**config.mk**
```make
export PLATFORM = sky130hd
export DESIGN_NAME = instr_status_unit
export DESIGN_NICKNAME = d
export VERILOG_FILES = /design/src/rtl/isb_pkg.sv /design/src/rtl/isb_sticky.sv /design/src/rtl/isb_evt_regs.sv /design/src/rtl/isb_srq.sv /design/src/rtl/instr_status_unit.sv
export SDC_FILE = /design/constraint.sdc
export NUM_CORES = 1
export LEC_CHECK = 0
export BUFFER_PORTS_ARGS = -buffer_cell sky130_fd_sc_hd__clkbuf_2
export CORE_MARGIN = 2
export CORE_UTILIZATION = 41
export DETAILED_ROUTE_END_ITERATION = 12
export MAX_ROUTING_LAYER = met4
export PLACE_DENSITY = 0.78
export SYNTH_ARGS = -nofsm -noshare
export SYNTH_HDL_FRONTEND = slang
export SYNTH_SLANG_ARGS = --single-unit
```
**constraint.sdc**
```tcl
create_clock -name clk -period 1.23 [get_ports clk]
set_input_delay 0.0615 -clock clk [delete_from_list [all_inputs] [get_ports clk]]
set_output_delay 0.0615 -clock clk [all_outputs]
set_load 0.01 [all_outputs]
```
**src/rtl/isb_pkg.sv**
```systemverilog
package isb_pkg;
    localparam int SB_W = 8;

    // Positions inside the status byte (host software decodes these)
    localparam int B_OVF  = 7;
    localparam int B_RQS  = 6;
    localparam int B_ESB  = 5;
    localparam int B_MAV  = 4;
    localparam int B_SCAN = 3;
    localparam int B_RDY  = 2;
    localparam int B_TRIG = 1;
    localparam int B_ALM  = 0;

    typedef logic [SB_W-1:0] sbyte_t;

    typedef struct packed {
        logic ovf;
        logic rqs;
        logic esb;
        logic mav;
        logic scan;
        logic rdy;
        logic trig;
        logic alm;
    } stat_t;

    function automatic logic any_masked(sbyte_t val, sbyte_t msk);
        return |(val & msk);
    endfunction

    function automatic sbyte_t drop_bit(sbyte_t val, int pos);
        sbyte_t r;
        r = val;
        r[pos] = 1'b0;
        return r;
    endfunction
endpackage

```
**src/rtl/isb_sticky.sv**
```systemverilog
module isb_sticky #(
    parameter bit SET_WINS = 1'b1
) (
    input  logic clk,
    input  logic rst,
    input  logic set_i,
    input  logic clr_i,
    output logic q
);
    generate
        if (SET_WINS) begin : g_set_first
            always_ff @(posedge clk) begin
                if (rst)        q <= 1'b0;
                else if (set_i) q <= 1'b1;
                else if (clr_i) q <= 1'b0;
            end
        end else begin : g_clr_first
            always_ff @(posedge clk) begin
                if (rst)        q <= 1'b0;
                else if (clr_i) q <= 1'b0;
                else if (set_i) q <= 1'b1;
            end
        end
    endgenerate
endmodule

```
**src/rtl/isb_evt_regs.sv**
```systemverilog
module isb_evt_regs
    import isb_pkg::*;
#(
    parameter int W = SB_W
) (
    input  logic         clk,
    input  logic         rst,
    input  logic [W-1:0] evt,
    input  logic         rdclr,
    input  logic         en_wr,
    input  logic [W-1:0] en_wdata,
    input  logic         en_clr,
    output logic [W-1:0] ev_q,
    output logic [W-1:0] en_q,
    output logic         summary
);
    genvar i;
    generate
        for (i = 0; i < W; i++) begin : g_ev
            isb_sticky #(.SET_WINS(1'b1)) u_bit (
                .clk  (clk),
                .rst  (rst),
                .set_i(evt[i]),
                .clr_i(rdclr),
                .q    (ev_q[i])
            );
        end
    endgenerate

    always_ff @(posedge clk) begin
        if (rst)         en_q <= '0;
        else if (en_clr) en_q <= '0;
        else if (en_wr)  en_q <= en_wdata;
    end

    assign summary = |(ev_q & en_q);
endmodule

```
**src/rtl/isb_srq.sv**
```systemverilog
module isb_srq
    import isb_pkg::*;
(
    input  logic   clk,
    input  logic   rst,
    input  sbyte_t cur_byte,
    input  sbyte_t req_mask,
    input  logic   poll,
    output logic   rqs,
    output sbyte_t cap
);
    logic   hit;
    logic   hit_q;
    logic   rise;

    assign hit  = any_masked(drop_bit(cur_byte, B_RQS), req_mask);
    assign rise = hit & ~hit_q;

    always_ff @(posedge clk) begin
        if (rst) hit_q <= 1'b0;
        else     hit_q <= hit;
    end

    isb_sticky #(.SET_WINS(1'b1)) u_rqs (
        .clk  (clk),
        .rst  (rst),
        .set_i(rise),
        .clr_i(poll),
        .q    (rqs)
    );

    always_ff @(posedge clk) begin
        if (rst)       cap <= '0;
        else if (poll) cap <= cur_byte;
    end
endmodule

```
**src/rtl/instr_status_unit.sv**
```systemverilog
module instr_status_unit
    import isb_pkg::*;
(
    input  logic       clk,
    input  logic       rst,
    input  logic       ovr_evt,
    input  logic       buf_empty,
    input  logic       flush_cmd,
    input  logic       trig_evt,
    input  logic       acq_done,
    input  logic       trig_reconf,
    input  logic       oq_nonempty,
    input  logic       scan_ready,
    input  logic       cmd_busy,
    input  logic       alarm_lvl,
    input  logic [7:0] esr_evt,
    input  logic       esr_rdclr,
    input  logic       ese_wr,
    input  logic [7:0] ese_wdata,
    input  logic       ese_clr,
    input  logic [7:0] sre_mask,
    input  logic       poll_rd,
    output logic [7:0] stat_byte,
    output logic       srq,
    output logic [7:0] poll_val,
    output logic [7:0] esr_q,
    output logic [7:0] ese_q
);
    stat_t  st;
    logic   ovf_q, trig_q, esb, rqs_q;
    sbyte_t cap;

    isb_sticky #(.SET_WINS(1'b1)) u_ovf (
        .clk  (clk),
        .rst  (rst),
        .set_i(ovr_evt),
        .clr_i(buf_empty | flush_cmd),
        .q    (ovf_q)
    );

    isb_sticky #(.SET_WINS(1'b1)) u_trig (
        .clk  (clk),
        .rst  (rst),
        .set_i(trig_evt),
        .clr_i(acq_done | trig_reconf),
        .q    (trig_q)
    );

    isb_evt_regs #(.W(SB_W)) u_evt (
        .clk     (clk),
        .rst     (rst),
        .evt     (esr_evt),
        .rdclr   (esr_rdclr),
        .en_wr   (ese_wr),
        .en_wdata(ese_wdata),
        .en_clr  (ese_clr),
        .ev_q    (esr_q),
        .en_q    (ese_q),
        .summary (esb)
    );

    always_comb begin
        st.ovf  = ovf_q;
        st.rqs  = rqs_q;
        st.esb  = esb;
        st.mav  = oq_nonempty;
        st.scan = scan_ready;
        st.rdy  = ~cmd_busy;
        st.trig = trig_q;
        st.alm  = alarm_lvl;
    end

    isb_srq u_srq (
        .clk     (clk),
        .rst     (rst),
        .cur_byte(sbyte_t'(st)),
        .req_mask(sre_mask),
        .poll    (poll_rd),
        .rqs     (rqs_q),
        .cap     (cap)
    );

    assign stat_byte = sbyte_t'(st);
    assign srq       = rqs_q;
    assign poll_val  = cap;
endmodule

```
=== Word level (Yosys, flattened, before mapping) ===
Index checks and enable logic that the tools add are counted.

* Bitwise operators: 7
* Muxes and demuxes: 15
* Reductions and logical operators: 14

{| class="wikitable"
|+ Operators by type and width
! cell !! count
|-
| $reduce_bool 2->1 || 11
|-
| $and 8x8->8 || 2
|-
| $reduce_or 8->1 || 2
|-
| $mux 1 || 15
|-
| $not 1->1 || 2
|-
| $or 1x1->1 || 2
|-
| $reduce_or 2->1 || 1
|-
| $and 1x1->1 || 1
|}

* Register bits: 28
* Input bits: 40
* Logic and storage cells: 50
* Output and inout port bits: 33

=== Logic depth before layout (Yosys ltp) ===
* Depth in word-level cells: 6
* Gate-level depth with buffers: 4
* Mapped depth without buffers: 4

=== Hierarchy ===
A second synthesis with hierarchy kept.

* Cell total of the unflattened synthesis: 118
* Area, all modules: 1166.1 sq um

{| class="wikitable"
|+ By module, submodules not included
! module !! seq. area each (sq um) !! cells an instance !! area an instance (sq um) !! instances
|-
| isb_sticky || 20.0 || 4 || 38.8 || 11
|-
| isb_srq || 180.2 || 32 || 339.1 || 1
|-
| isb_evt_regs || 160.2 || 32 || 331.6 || 1
|-
| instr_status_unit || 0.0 || 10 || 68.8 || 1
|}

=== Least setup slack after synthesis ===
No wires, ideal clock.

* Path type: register -> register
* From: register u_evt.en_q[7]
* To: register u_srq.u_rqs.q
* Buffers on the path: 0
* Path slack: 0.230 ns
* Period minus slack after synthesis: 1.000 ns
* Stages on the path, launching flop included: 5
* Arrival: 0.871 ns
* Cells stage by stage: dfxtp_1 -> a22oi_2 -> nand4_2 -> a21oi_2 -> o31ai_1

* Longest elaborated chain between the ends: 6
* Elaborated cells on any way between the ends: 7
* Classes of those cells: mux: 1; bitwise: 3; reduce/logical: 3

{| class="wikitable"
|+ RTL lines
! item !! RTL line !! RTL
|-
| from (decl) || isb_evt_regs.sv:14 || <nowiki>output logic [W-1:0] en_q,</nowiki>
|-
| from (signal assigned) || isb_evt_regs.sv:33 || <nowiki>else if (en_wr) en_q <= en_wdata;</nowiki>
|-
| $and 8x8->8 * || isb_evt_regs.sv:36 || <nowiki>assign summary = |(ev_q & en_q);</nowiki>
|-
| $reduce_or 8->1 * || isb_evt_regs.sv:36 ||
|-
| net esb || instr_status_unit.sv:30 || <nowiki>logic ovf_q, trig_q, esb, rqs_q;</nowiki>
|-
| $and 8x8->8 * || isb_pkg.sv:28 || <nowiki>return |(val & msk);</nowiki>
|-
| $reduce_or 8->1 * || isb_pkg.sv:28 ||
|-
| $and 1x1->1 * || isb_srq.sv:17 || <nowiki>assign rise = hit & ~hit_q;</nowiki>
|-
| $mux 1 or $reduce_bool 2->1 (tied branches) || -- ||
|-
| to (signal assigned) || isb_sticky.sv:13 || <nowiki>if (rst) q <= 1'b0;</nowiki>
|-
| to (signal assigned) || isb_sticky.sv:14 || <nowiki>else if (set_i) q <= 1'b1;</nowiki>
|-
| to (signal assigned) || isb_sticky.sv:15 || <nowiki>else if (clr_i) q <= 1'b0;</nowiki>
|-
| to (decl) || isb_sticky.sv:8 || <nowiki>output logic q</nowiki>
|}

Mark *: on every way through the listed nets, which the timed path passes. The rest lies on a longest branch.
A chain may end at the register's enable or synchronous reset.

=== Worst setup path in the final report ===
* From: register u_evt.g_ev[3].u_bit.q
* To: output port stat_byte[5]

* Longest elaborated chain between the ends: 2

{| class="wikitable"
|+ RTL lines
! item !! RTL line !! RTL
|-
| from (decl) || isb_sticky.sv:8 ||
|-
| from (signal assigned) || isb_sticky.sv:13 ||
|-
| from (signal assigned) || isb_sticky.sv:14 ||
|-
| from (signal assigned) || isb_sticky.sv:15 ||
|-
| $and 8x8->8 || isb_evt_regs.sv:36 ||
|-
| $reduce_or 8->1 || isb_evt_regs.sv:36 ||
|-
| to (decl) || instr_status_unit.sv:23 || <nowiki>output logic [7:0] stat_byte,</nowiki>
|}

No other way between the ends.

==> results.cfg <==
[power]
leakagePower_nw = 0.868
power_mw = 1.96
vdd_ir_drop_max_v = 0.000772
powerDensity_nw_per_um2 = 1150

[detailed_routing]
dr.pass1.iters = 6
viasPerCell = 4.76
wirelength_um = 3000
wl_per_cell_um = 13.0
first_iter_violations = 13
antenna_left = 0
vias = 1094
route.detailed.drc = 0

[placement]
hpwlAfterDp_um = 2070
gp_congestion = 0.748
port_buffers = 71
dp.cells = 202

[synth]
syn_area_um2 = 1150
synthTopCellsByArea = dfxtp_1, mux2i_1, buf_4, nor2_1, a21oi_1
synth.top_cell.area_share_pct = 48.7
postSynthCellCount = 119
synth.avg_cell_area_um2 = 9.67
yosys_warnings = 0
synth.distinct_cells = 20
seq_area_frac_synth_pct = 48.7
ys_ff_latch = 28
syn-num-nets = 159
yosysTopAreaCell = dfxtp_1

[timing]
post-route-period-util_pct = 102
final.setup_skew_ns = 0.00871
fin_crit_ns = 1.25
relSlewSlack_pct = 80.9
worst_pin_slew_ns = 0.286
tns_ns = -0.0234
fmax_ghz = 0.798
drv_slew = 0
final-setup-viol-count = 1
rsz0062_at_grt = true
hold_viol_final = 0
whs_ns = 0.00555
setup_ws_ns = -0.0234

[clocking]
clock_latency_ns = 0.33
clockRootBuffer = clkbuf_4
path_clk_slew_ns = 0.16
cts-buffers-inserted = 3
tritoncts = yes
clockBufferDepth = 2
clock-sinks = 28
htreeDepth = 1

[grt]
grt_use_total_pct = 18.8
antenna_found_initial = 0
grt_max_degree = 17
grt_overflow_total = 0
grt_pass1_vias = 1058
grt_pass1_wl_um = 4650

[outcome]
violations = negative setup slack
status = finished, violations left

[critical_path]
cp.arrival_ns = 1.19
cp_max_fo = 3
start_kind = flop
cp-end-kind = primary output
required_ns = 1.17
crit_type = flop to primary output

[die]
die_x_um = 57.0
die_y_um = 57.0
initial_utilization_pct = 42.5
core-area_um2 = 2710
dieArea_um2 = 3250
io_pins = 73
rows = 19

[cells_and_area]
finalNonFillerCells = 230
drive_gt1_share_pct = 46.2
diodes = 0
fillers = 236
area_growth_pct = 48.6
nets = 240

[worst_hold_path]
min_path_type = input pin to flop

[run]
cap_viol_max_count = 0
logic make-up after synthesis:
kind of cell,after synthesis,synth area share [%]
flops,28,48.7
compound gates,19,12.1
simple gates,35,13.3
mux,15,13.0
buf+inv,22,12.9
flip-flops by register name, summed over array words and instances (netlist names):
name,cells
u_evt.en_q,8
u_evt.g_ev.u_bit.q,8
u_srq.cap,8
u_ovf.q,1
u_srq.hit_q,1
u_srq.u_rqs.q,1
u_trig.q,1
what timing repair did:
item                       in CTS  in global routing
hold endpoints to repair       21                  0
gates resized for setup         4                  4
setup endpoints to repair       1                  4
pin swaps                       2                  1
hold buffers                   21                  0
setup buffers                   2                  1
gates cloned                    0                  0
per-stage QoR:
| step | setup WS (ns) | util, % | cell area (µm²) |
|---|---|---|---|
| after floorplan | 0.230 | - | 1150 |
| after global placement | 0.186 | 52.1 | 1410 |
| after detailed placement | 0.140 | 52.1 | 1410 |
| after CTS | -0.0317 | 62.5 | 1690 |
| after global routing | -0.102 | 63.1 | 1710 |
| final | -0.0234 | 63.1 | 1710 |
area by class of cell:
cell class              count  area, µm²  share of cell area [%]
well taps                  31       38.8                    2.27
clock inverters             1       30.0                    1.76
clock buffers               3       22.5                    1.32
flip-flops and latches     28        568                    33.2
repair buffers             96        602                    35.2
multi-input cells          69        442                    25.8
inverters                   2       7.51                   0.439
where the power goes:
part | leakage, nW | switching, mW | internal (mW)
combinational | 0.607 | 0.158 | 0.192
sequential | 0.233 | 0.0402 | 0.961
clock | 0.0279 | 0.281 | 0.329
total | 0.868 | 0.478 | 1.48
Yosys cell counts (all sizes together):
library cell and instances:
dfxtp 28, a21oi 11, or2 1, nor2 29
buf 18, a211oi 1, a22oi 6, o31ai 1
or3b 1, nand2 1, nand2b 1, clkbuf 2
nand4 2, mux2i 15, inv 2
cells in the final DEF, fill, tap and decap left out, drive strengths merged:
| cell type | synthesis | final |
|---|---|---|
| a21oi | 11 | 11 |
| dlygate4sd3 | 0 | 21 |
| buf | 18 | 5 |
| or2 | 1 | 1 |
| dfxtp | 28 | 28 |
| nand2 | 1 | 1 |
| a22oi | 6 | 6 |
| mux2i | 15 | 15 |
| nand2b | 1 | 1 |
| nor2 | 29 | 29 |
| bufinv | 0 | 1 |
| clkbuf | 2 | 73 |
| nand4 | 2 | 2 |
| inv | 2 | 2 |
| o31ai | 1 | 1 |
| a211oi | 1 | 1 |
| or3b | 1 | 1 |
critical path: stages (launching register included):
cell and delay, ns:
dfxtp_2 0.37, a22oi_2 0.19, nand4_2 0.15, buf_6 0.15
path summary, 6_finish.rpt:
kind	start	to	slack, ns	cells past startpoint
max	u_evt.g_ev[3].u_bit.q	stat_byte[5]	-0.02	3
min	scan_ready	u_srq.cap[3]	0.006	3
max reg2reg	u_evt.g_ev[3].u_bit.q	u_srq.u_rqs.q	0.02	5
min reg2reg	u_srq.hit_q	u_srq.u_rqs.q	0.44	1
layer usage:
metal | GRT usage (%) | vias to the layer above | wire length [µm]
met5 | - | - | 0
met4 | 7.31 | 0 | 44
met3 | 1.36 | 4 | 109
met2 | 35.0 | 30 | 1720
met1 | 20.6 | 511 | 1130
li1 | - | 549 | -
(Power assumes the default switching activity.)
